[src/rtl/lcdc_pkg.sv]
package lcdc_pkg;

  typedef enum logic [3:0] {
    SEL_NONE,
    SEL_TIM,
    SEL_UPB,
    SEL_LPB,
    SEL_MASK,
    SEL_CTRL,
    SEL_RAW,
    SEL_MIS,
    SEL_ICLR,
    SEL_UPCUR,
    SEL_LPCUR,
    SEL_ID,
    SEL_PAL
  } reg_sel_e;

  localparam int CTRL_EN_BIT  = 0;
  localparam int CTRL_PWR_BIT = 11;
  localparam int ST_NEXTBASE  = 2;
  localparam int ST_VCOMP     = 3;

  function automatic logic [7:0] id_byte(input logic ext, input logic [2:0] idx);
    logic [7:0] b;
    case (idx)
      3'd0:    b = ext ? 8'h11 : 8'h10;
      3'd1:    b = 8'h11;
      3'd2:    b = ext ? 8'h24 : 8'h04;
      3'd3:    b = 8'h00;
      3'd4:    b = 8'h0D;
      3'd5:    b = 8'hF0;
      3'd6:    b = 8'h05;
      default: b = 8'hB1;
    endcase
    return b;
  endfunction

endpackage

[src/rtl/lcdc_addr_dec.sv]
module lcdc_addr_dec
  import lcdc_pkg::*;
#(
  parameter int AW          = 10,
  parameter bit ALT_OFFSETS = 1'b0
) (
  input  logic [AW-1:0] word_addr,
  output reg_sel_e      sel
);

  localparam logic [31:0] MASK_OFF = ALT_OFFSETS ? 32'd7 : 32'd6;
  localparam logic [31:0] CTRL_OFF = ALT_OFFSETS ? 32'd6 : 32'd7;
  localparam logic [31:0] PAL_LO   = 32'h80;
  localparam logic [31:0] PAL_HI   = 32'hFF;
  localparam logic [31:0] ID_LO    = (32'd1 << AW) - 32'd8;

  logic [31:0] wa;

  always_comb begin
    wa  = 32'(word_addr);
    sel = SEL_NONE;
    if (wa >= ID_LO) begin
      sel = SEL_ID;
    end else if (wa >= PAL_LO && wa <= PAL_HI) begin
      sel = SEL_PAL;
    end else if (wa <= 32'd3) begin
      sel = SEL_TIM;
    end else if (wa == MASK_OFF) begin
      sel = SEL_MASK;
    end else if (wa == CTRL_OFF) begin
      sel = SEL_CTRL;
    end else begin
      case (wa)
        32'd4:   sel = SEL_UPB;
        32'd5:   sel = SEL_LPB;
        32'd8:   sel = SEL_RAW;
        32'd9:   sel = SEL_MIS;
        32'd10:  sel = SEL_ICLR;
        32'd11:  sel = SEL_UPCUR;
        32'd12:  sel = SEL_LPCUR;
        default: sel = SEL_NONE;
      endcase
    end
  end

endmodule

[src/rtl/lcdc_frame_tick.sv]
module lcdc_frame_tick #(
  parameter int TICK_CYCLES = 1000
) (
  input  logic clk,
  input  logic rst_n,
  input  logic run,
  input  logic restart,
  output logic tick
);

  localparam int CW = (TICK_CYCLES > 2) ? $clog2(TICK_CYCLES) : 1;
  localparam logic [CW-1:0] LAST = CW'(TICK_CYCLES - 1);

  logic [CW-1:0] cnt_q, cnt_d;
  logic          cnt_en;

  always_comb begin
    tick   = run && !restart && (cnt_q == LAST);
    cnt_en = 1'b1;
    if (restart || !run || tick) begin
      cnt_d = '0;
    end else begin
      cnt_d = cnt_q + CW'(1);
    end
    if (!run && !restart && cnt_q == '0) begin
      cnt_en = 1'b0;
    end
  end

  always_ff @(posedge clk or negedge rst_n) begin
    if (!rst_n) begin
      cnt_q <= '0;
    end else if (cnt_en) begin
      cnt_q <= cnt_d;
    end
  end

endmodule

[src/rtl/lcdc_int_ctrl.sv]
module lcdc_int_ctrl
  import lcdc_pkg::*;
#(
  parameter int DW = 32
) (
  input  logic          clk,
  input  logic          rst_n,
  input  logic          tick,
  input  logic          clr_we,
  input  logic [DW-1:0] clr_val,
  input  logic          mask_we,
  input  logic [DW-1:0] mask_wd,
  output logic [DW-1:0] mask_q,
  output logic [DW-1:0] raw_word,
  output logic          irq
);

  logic [DW-1:0] mask_d;
  logic [1:0]    raw_q, raw_d;
  logic          raw_en;

  always_comb begin
    mask_d = mask_wd;
    raw_d  = raw_q;
    if (clr_we) begin
      raw_d = raw_d & ~clr_val[ST_VCOMP:ST_NEXTBASE];
    end
    if (tick) begin
      raw_d = 2'b11;
    end
    raw_en = clr_we || tick;
  end

  always_ff @(posedge clk or negedge rst_n) begin
    if (!rst_n) begin
      mask_q <= '0;
    end else if (mask_we) begin
      mask_q <= mask_d;
    end
  end

  always_ff @(posedge clk or negedge rst_n) begin
    if (!rst_n) begin
      raw_q <= '0;
    end else if (raw_en) begin
      raw_q <= raw_d;
    end
  end

  always_comb begin
    raw_word                        = '0;
    raw_word[ST_VCOMP:ST_NEXTBASE]  = raw_q;
    irq = |(raw_q & mask_q[ST_VCOMP:ST_NEXTBASE]);
  end

endmodule

[src/rtl/lcdc_regbank.sv]
module lcdc_regbank
  import lcdc_pkg::*;
#(
  parameter int AW          = 10,
  parameter bit ALT_OFFSETS = 1'b0,
  parameter bit EXT_ID      = 1'b0,
  parameter int TICK_CYCLES = 1000
) (
  input  logic          clk,
  input  logic          rst_n,
  input  logic [AW-1:0] bus_addr,
  input  logic          bus_we,
  input  logic [31:0]   bus_wdata,
  output logic [31:0]   bus_rdata,
  output logic          irq,
  output logic          lcd_on,
  output logic [10:0]   active_width,
  output logic [10:0]   active_height,
  output logic [31:0]   upper_base,
  output logic [31:0]   lower_base,
  output logic          pal_sel,
  output logic          pal_we,
  output logic [6:0]    pal_index,
  input  logic [31:0]   pal_rdata
);

  localparam int NTIM = 4;
  localparam int DW   = 32;

  // reset: asynchronous assert, synchronous release
  logic [1:0] rst_pipe;
  logic       rst_sync_n;

  always_ff @(posedge clk or negedge rst_n) begin
    if (!rst_n) begin
      rst_pipe <= 2'b00;
    end else begin
      rst_pipe <= {rst_pipe[0], 1'b1};
    end
  end
  assign rst_sync_n = rst_pipe[1];

  // decode
  reg_sel_e sel;

  lcdc_addr_dec #(.AW(AW), .ALT_OFFSETS(ALT_OFFSETS)) u_dec (
    .word_addr (bus_addr),
    .sel       (sel)
  );

  logic wr_tim, wr_upb, wr_lpb, wr_ctrl, wr_mask, wr_clr;
  logic [1:0] tim_idx;

  always_comb begin
    tim_idx = bus_addr[1:0];
    wr_tim  = bus_we && (sel == SEL_TIM);
    wr_upb  = bus_we && (sel == SEL_UPB);
    wr_lpb  = bus_we && (sel == SEL_LPB);
    wr_ctrl = bus_we && (sel == SEL_CTRL);
    wr_mask = bus_we && (sel == SEL_MASK);
    wr_clr  = bus_we && (sel == SEL_ICLR);
  end

  // timing words
  logic [DW-1:0] tim_q [NTIM];

  for (genvar g = 0; g < NTIM; g++) begin : g_tim
    logic tim_en;
    assign tim_en = wr_tim && (tim_idx == 2'(g));
    always_ff @(posedge clk or negedge rst_sync_n) begin
      if (!rst_sync_n) begin
        tim_q[g] <= '0;
      end else if (tim_en) begin
        tim_q[g] <= bus_wdata;
      end
    end
  end

  // base addresses and control
  logic [DW-1:0] upb_q, lpb_q, ctrl_q;

  always_ff @(posedge clk or negedge rst_sync_n) begin
    if (!rst_sync_n) begin
      upb_q <= '0;
    end else if (wr_upb) begin
      upb_q <= bus_wdata;
    end
  end

  always_ff @(posedge clk or negedge rst_sync_n) begin
    if (!rst_sync_n) begin
      lpb_q <= '0;
    end else if (wr_lpb) begin
      lpb_q <= bus_wdata;
    end
  end

  always_ff @(posedge clk or negedge rst_sync_n) begin
    if (!rst_sync_n) begin
      ctrl_q <= '0;
    end else if (wr_ctrl) begin
      ctrl_q <= bus_wdata;
    end
  end

  assign lcd_on     = ctrl_q[CTRL_EN_BIT] && ctrl_q[CTRL_PWR_BIT];
  assign upper_base = upb_q;
  assign lower_base = lpb_q;

  // size decode
  logic [10:0] w_sum;

  always_comb begin
    w_sum         = {3'b000, tim_q[0][7:2], 2'b00} + 11'd4;
    active_width  = {w_sum[8:0], 2'b00};
    active_height = {1'b0, tim_q[1][9:0]} + 11'd1;
  end

  // frame tick
  logic tick;

  lcdc_frame_tick #(.TICK_CYCLES(TICK_CYCLES)) u_tick (
    .clk     (clk),
    .rst_n   (rst_sync_n),
    .run     (lcd_on),
    .restart (wr_ctrl),
    .tick    (tick)
  );

  // status, mask, interrupt
  logic [DW-1:0] mask_q, raw_word;

  lcdc_int_ctrl #(.DW(DW)) u_int (
    .clk      (clk),
    .rst_n    (rst_sync_n),
    .tick     (tick),
    .clr_we   (wr_clr),
    .clr_val  (bus_wdata),
    .mask_we  (wr_mask),
    .mask_wd  (bus_wdata),
    .mask_q   (mask_q),
    .raw_word (raw_word),
    .irq      (irq)
  );

  // palette routing
  assign pal_sel   = (sel == SEL_PAL);
  assign pal_we    = bus_we && pal_sel;
  assign pal_index = bus_addr[6:0];

  // read mux
  always_comb begin
    case (sel)
      SEL_TIM:   bus_rdata = tim_q[tim_idx];
      SEL_UPB,
      SEL_UPCUR: bus_rdata = upb_q;
      SEL_LPB,
      SEL_LPCUR: bus_rdata = lpb_q;
      SEL_MASK:  bus_rdata = mask_q;
      SEL_CTRL:  bus_rdata = ctrl_q;
      SEL_RAW:   bus_rdata = raw_word;
      SEL_MIS:   bus_rdata = raw_word & mask_q;
      SEL_ID:    bus_rdata = {24'h0, id_byte(EXT_ID, bus_addr[2:0])};
      SEL_PAL:   bus_rdata = pal_rdata;
      default:   bus_rdata = '0;
    endcase
  end

endmodule

[config.mk]
export PLATFORM = sky130hd
export DESIGN_NAME = lcdc_regbank
export DESIGN_NICKNAME = d
export VERILOG_FILES = /design/src/rtl/lcdc_pkg.sv /design/src/rtl/lcdc_addr_dec.sv /design/src/rtl/lcdc_frame_tick.sv /design/src/rtl/lcdc_int_ctrl.sv /design/src/rtl/lcdc_regbank.sv
export SDC_FILE = /design/constraint.sdc
export NUM_CORES = 1
export LEC_CHECK = 0
export BUFFER_PORTS_ARGS = -buffer_cell sky130_fd_sc_hd__buf_4
export CORE_ASPECT_RATIO = 0.5
export CORE_MARGIN = 4
export CORE_UTILIZATION = 52
export CTS_CLUSTER_DIAMETER = 80
export DETAILED_ROUTE_END_ITERATION = 16
export PLACE_DENSITY_LB_ADDON = 0.05
export SLEW_MARGIN = 20
export SYNTH_ARGS = -nofsm -noshare
export SYNTH_HDL_FRONTEND = slang
export SYNTH_SLANG_ARGS = --single-unit
[constraint.sdc]
create_clock -name clk -period 7.9 [get_ports clk]
set_input_delay 0 -clock clk [delete_from_list [all_inputs] [get_ports clk]]
set_output_delay 0 -clock clk [all_outputs]
set_load 0.02 [all_outputs]
Yosys cells after proc, flatten, opt, wreduce, memory -nomap -nowiden
Cells that the tools add are included.

Register bits: 270. Input port bits: 77. Output and inout port bits: 129. Logic and storage cells: 99.

$add $sub $neg: 3. Order comparisons: 5. Eq/ne operators: 31. Muxes and demuxes: 14. Bitwise gates (word level): 5. Reductions and logical operators: 30.

Operators by type and width (count): $pmux 32 s9 (1); $bmux 32 s2 (1); $mux 32 (2); $pmux 8 s7 (1); $eq 10x4->1 const B (5); $eq 10x3->1 const B (4); $and 4x32->32 (1); $pmux 4 s7 (1); $eq 4x4->1 const B (5); $mux 4 (5); $logic_and 1x1->1 (17); $eq 4x3->1 const B (4); $add 10x1->11 const B (1); $add 10x1->10 const B (1); $eq 10x10->1 const B (1); $ge 10x10->1 const B (1); $ge 10x8->1 const B (1); $le 10x2->1 const B (1); $le 10x8->1 const B (1); $logic_not 10->1 (1); $mux 10 (1); $add 8x3->9 const B (1); $eq 3x3->1 const B (3); $eq 4x2->1 const B (2); 17 further kinds (26).

Depth between registers and ports, before layout
Depth after elaboration: 14. Depth in mapped cells: 8.

Hierarchy
Synthesis repeated with hierarchy kept, for this count alone.

Cells, all modules: 1055. Area total of the unflattened synthesis: 13797.0 um^2.

By module, submodules not included: lcdc_regbank (times used 1, cells an instance 870, area an instance 11404.7 um^2, sequential area each 5655.4 um^2); lcdc_int_ctrl (times used 1, cells an instance 106, area an instance 1655.3 um^2, sequential area each 850.8 um^2); lcdc_frame_tick (times used 1, cells an instance 58, area an instance 599.3 um^2, sequential area each 250.2 um^2); lcdc_addr_dec (times used 1, cells an instance 21, area an instance 137.6 um^2, sequential area each 0.0 um^2).

Worst setup path before layout
No wires, ideal clock.

Path type: reg2reg. Start point: register u_tick.cnt_q[0]. End point: register u_tick.cnt_q[3]. Arrival time: 1548 ps. Setup slack: 6219 ps. Stages on the path, launching flop included: 7. Buffers on the path: 0. Clock period less this slack: 1681 ps. Path through: dfrtp_1 ha_1 nand3_1 or4_1 and2_1 o22ai_1 nor2_1.

Word-level cells in the longest chain between the ends: 4. Elaborated cells on any way between the ends: 7. Those cells by class: 1 x add/sub; 1 x eq/ne; 1 x mux; 4 x reduce/logical.

Ends and longest elaborated chain: from (decl) (line lcdc_frame_tick.sv:14) `logic [CW-1:0] cnt_q, cnt_d;`; from (signal assigned) (line lcdc_frame_tick.sv:34) `cnt_q <= cnt_d;`; branches (longest 4 deep; another with $add 10x1->10).

Parallel ways; which one is timed is not known. A chain may end at the register's enable or synchronous reset.

Worst setup path after layout
Start point: input bus_addr[2]. End point: register u_int.mask_q[29].

Word-level cells in the longest chain between the ends: 9. Elaborated cells on any way between the ends: 22. Those cells by class: 4 x order compare; 10 x eq/ne; 6 x mux; 2 x reduce/logical.

Ends and longest elaborated chain: from (decl) (line lcdc_regbank.sv:11) `input logic [AW-1:0] bus_addr,`; $eq 10x4->1 / $eq 10x3->1 (equally long branches) (line lcdc_addr_dec.sv:33) `case (wa)`; $pmux 4 s7 (line lcdc_addr_dec.sv:33); $mux 4 (line lcdc_addr_dec.sv:30) `end else if (wa == CTRL_OFF) begin`; $mux 4 (line lcdc_addr_dec.sv:28) `end else if (wa == MASK_OFF) begin`; $mux 4 (line lcdc_addr_dec.sv:26) `end else if (wa <= 32'd3) begin`; $mux 4 (line lcdc_addr_dec.sv:24) `end else if (wa >= PAL_LO && wa <= PAL_HI) begin`; $mux 4 (*) (line lcdc_addr_dec.sv:22) `if (wa >= ID_LO) begin`; $eq 4x3->1 (*) (line lcdc_regbank.sv:60) `wr_mask = bus_we && (sel == SEL_MASK);`; $logic_and 1x1->1 (*) (line lcdc_regbank.sv:60); to (signal assigned) (line lcdc_int_ctrl.sv:38) `mask_q <= mask_d;`; to (decl) (line lcdc_int_ctrl.sv:13) `output logic [DW-1:0] mask_q,`.

Mark *: on every way between the ends. The rest lies on a longest branch, timed or not.

==> results.md <==
- The run finished with clean final reports.
- The via count of the routed design is just under 9000.
- The cell count after synthesis came out at 940.
- Counting the buffers created by CTS gives 25.
- The die extent in x is 232.8 um.
- The count of standard-cell rows is 40.
- In the synthesized netlist, the cells that appear most often are 270 x dfrtp_1, 200 x mux2_2, 60 x mux2_4.
- The per-instance average area after synthesis is roughly 14 um^2.
- The number of levels the H-tree was split into is 1.
- The die covers approximately 28000 um^2.
- For this design the static power due to leakage is just over 0.008 uW.
- Yosys attributes the largest share of cell area to dfrtp_1 51%, mux2_2 17%, mux2_4 6.9%, mux4_2 5.1%, mux2i_1 2.3%.
- Cells fill about 66% of the core in the end.
- The delay of the slowest critical-path stage is approximately 0.9 ns.
- The number of hold buffers added after CTS was 35.
- The area share of fa/ha/maj cells after synthesis is 0.3810%.
- Sequential cells were found to cover between 50% and 60% of the synthesized design area.
- The slew at the pin with the worst max-slew slack is approximately 1.1 ns.
- The number of I/O port buffers is 201.
- Together, buffers and inverters on the worst path number 2.
- After Yosys synthesis, and, or, nand and nor cells account for under 10% of the synthesized area.
- The die extent in y is between 100 and 150 um.
- The number of max-slew violations in the final report is 0.
- The placeable core region is around 24000 um^2.
- The remaining antenna violation count is 0.
- At the end of routability-driven placement, the weighted congestion stood at roughly 0.83.
- Post-CTS timing repair inserted 0 buffers for setup.
- In the synthesized netlist the dominant register cell turns out to be dfrtp_1.
- Before antenna repair, the detailed router went through 5 iterations.
- The final setup skew is about 0.0083 ns.
- The clock period minus final worst setup slack is about 3.0 ns.
- The total of max-cap violations is 0.
- The tightest min-delay check is of the in -> reg type.
- The wire length after detailed routing is 33.80 mm.
- In this run the count of I/O pins placed on the die edge is approximately 210.
- The worst-case headroom to the max-slew limit is 24.40%.
- The number of cells upsized or downsized after cts is 0.
- The type of origin of the critical path is a primary input.
- In the routed layout, each cell is associated on average with a via count of just under 6.
- Clock latency on the worst-skew pair, taken at its later pin, is 0.53 ns.
- In this design, the largest share of critical-path delay is due to simple AND/OR/NAND/NOR gates.
- The clock slew at the register clock pins of the worst setup and hold paths is ~0.07 ns.
- The final count of hold timing violations was 0.
- The half-perimeter wire length after placement is approximately 21 mm.
- The post-layout net count is around 1200.
- The peak ir drop on the vdd network is around 0.098 mV.
- The wire length of the first global-routing pass is between 50 and 60 mm.
- The clock drives 270 sinks.
- Compared with the post-synthesis result, the final layout area differs by 22.04%.
- The multiplexer share of the synthesized area is about a third.
- The highest-delay cell along the critical path is o21a_2.
- Data on the critical path arrives at its endpoint at ~3.4 ns.
- Summed over all failing endpoints, the final setup total negative slack is 0 ns.
- The Yosys warning count is 0.
- The highest net fanout along the worst path is 32.
- The number of fill cells in the layout is between 1500 and 2000.
- The post-synthesis async set-or-reset flop share is between 90% and 100%.
- The post-route fraction of the period consumed by the critical path is roughly two fifths.
- The largest family of logic cells by synthesized area is multiplexers.
- The maximum number of pins on one net before global-route repair is approximately 180.
- The antenna diode count is 0.
- The critical path goes through dlygate4sd3_1, buf_4, nand2b_1, o21a_2, nand2_1, nor2_4, mux2_2.
- The total global routing overflow is 0.
- Of the total synthesized cell area, the portion taken by XOR and XNOR cells is under 10%.
- TritonCTS built the clock tree.
- The start-to-end type of the worst setup path is in -> reg.
- Setup repair after global routing left no endpoint under its margin.
- The flip-flop and latch count after synthesis is 270.
- The library cell with the largest summed area after synthesis is dfrtp_1.
- dfrtp_1 is the most common cell in the netlist.
- Power spread over the standard cell area amounts to around 180 nW/um^2.
- The number of global-route vias before repair is ~9300.
- Of the cells placed in the final design, the portion with a size suffix greater than 1 is 48.33%.
- The per-cell routed wire length is around 23 um.
- The number of different library cells in the post-synthesis netlist is between 50 and 60.
- The number of antenna violations at the first check in global routing was 0.
- The remaining design rule violation count is 0.
- Global routing used between 20% and 30% of the available tracks.
- Timing would allow up to roughly 0.33 GHz.
- The initial standard-cell utilization of the core is between 50% and 60%.
- The number of enable flip-flop cells after synthesis is 0.
- The area share of the largest cell type after synthesis is 51.43%.
- The fraction of the mapped netlist area in compound gates is under 10%.
- In this run the deepest clock path goes through 3 buffers.
- The first routing iteration left 623 violations.
- At the worst endpoint, the required time is between 8 and 9 ns.
- The critical path capture point type is a flip-flop.
- The synthesized netlist occupies a cell area of between 10000 and 15000 um^2.
- Clock tree synthesis selected as its root buffer the cell clkbuf_16.
- Total power for the finished layout comes to approximately 2900 uW.
- The final-report setup violation count is 0.
registers in the layout (all words and copies together), names as in the netlist:
register	flops
ctrl_q	32
lower_base	32
upper_base	32
u_tick.cnt_q	10
rst_pipe	2
u_int.raw_q	2
tim_q	128
u_int.mask_q	32
layer usage:
layer | global-route usage [%] | wire length, um | part of all wire, % | up-vias
met2 | 38.31 | 15720 | 46 | 273
li1 | - | - | - | 3901
met4 | 3.915 | 457 | 1.4 | 0
met5 | 0 | 0 | 0 | -
met3 | 4.167 | 1932 | 5.7 | 35
met1 | 35.45 | 15700 | 46 | 4635
layout by cell type (no fill, tap or decap), drive strengths merged, types with 5 or more instances in the layout:
master / netlist / final
a221o: 25 / 25
a22o: 27 / 27
a22oi: 8 / 8
and3: 9 / 9
buf: 49 / 213
clkbuf: 22 / 33
clkinv: 0 / 8
conb: 2 / 5
dfrtp: 270 / 270
dlygate4sd3: 0 / 35
inv: 7 / 9
mux2: 263 / 263
mux2i: 30 / 30
mux4: 30 / 30
nand2: 38 / 38
nand3: 27 / 27
nand4: 7 / 7
nor2: 26 / 26
nor3: 5 / 5
o21ai: 31 / 31
xnor2: 14 / 14
xor2: 6 / 6
through the flow:
stage,worst slack [ns],instance area [um^2],cells,hold WS (ns)
final,4.866,16030,1501,0.02933
after global routing,4.705,16030,1501,0.04849
after CTS,4.866,16000,1499,0.01109
after detailed placement,4.597,14840,1420,-0.2129
after global placement,4.657,14840,1420,-0.2170
after floorplan,3.474,13150,943,-0.2956
kinds of logic (layout without fill, tap and decap cells):
kind of cell    Yosys count  in the layout
flops                   270            270
other cells               2              5
xor+xnor                 20             20
fa+ha+maj                 4              4
simple gates            134            134
compound gates          109            109
buf+inv                  78            300
mux                     323            323
path summary, 6_finish.rpt:
kind | slack [ns] | cells past startpoint | start | endpoint
worst max-delay path | 4.87 | 7 | bus_addr[2] | u_int.mask_q[29]
worst min-delay path | 0.03 | 5 | bus_addr[3] | u_int.raw_q[0]
worst max register to register | 5.96 | 6 | u_tick.cnt_q[0] | u_tick.cnt_q[6]
worst min register to register | 0.22 | 0 | rst_pipe[1] | tim_q[78]
max in group asynchronous | 6.44 | 1 | rst_pipe[1] | tim_q[66]
min in group asynchronous | 0.22 | 0 | rst_pipe[1] | tim_q[78]
worst reg2reg max path, cell delays in order (launching register included):
cell	delay, ns
dfrtp_1	0.40
ha_1	0.21
nand3_1	0.08
or4_1	0.42
and2_1	0.22
o22ai_1	0.39
nor2_1	0.10
area by class of cell:
cell class	count	area [um^2]	area share, %
Inverter	7	26.28	0.1639
Clock buffer	32	691.9	4.316
Tap cell	336	420.4	2.622
Clock inverter	12	117.6	0.7336
Timing Repair Buffer	249	1988	12.40
Sequential cell	270	6760	42.16
Multi-Input combinational cell	595	6028	37.60
power breakdown:
group          switching, uW  total (uW)  internal (uW)
combinational            128         224           96.5
sequential              15.3        1420           1400
clock                    531        1220            686
Note: power is estimated with default switching activity, not from simulation.
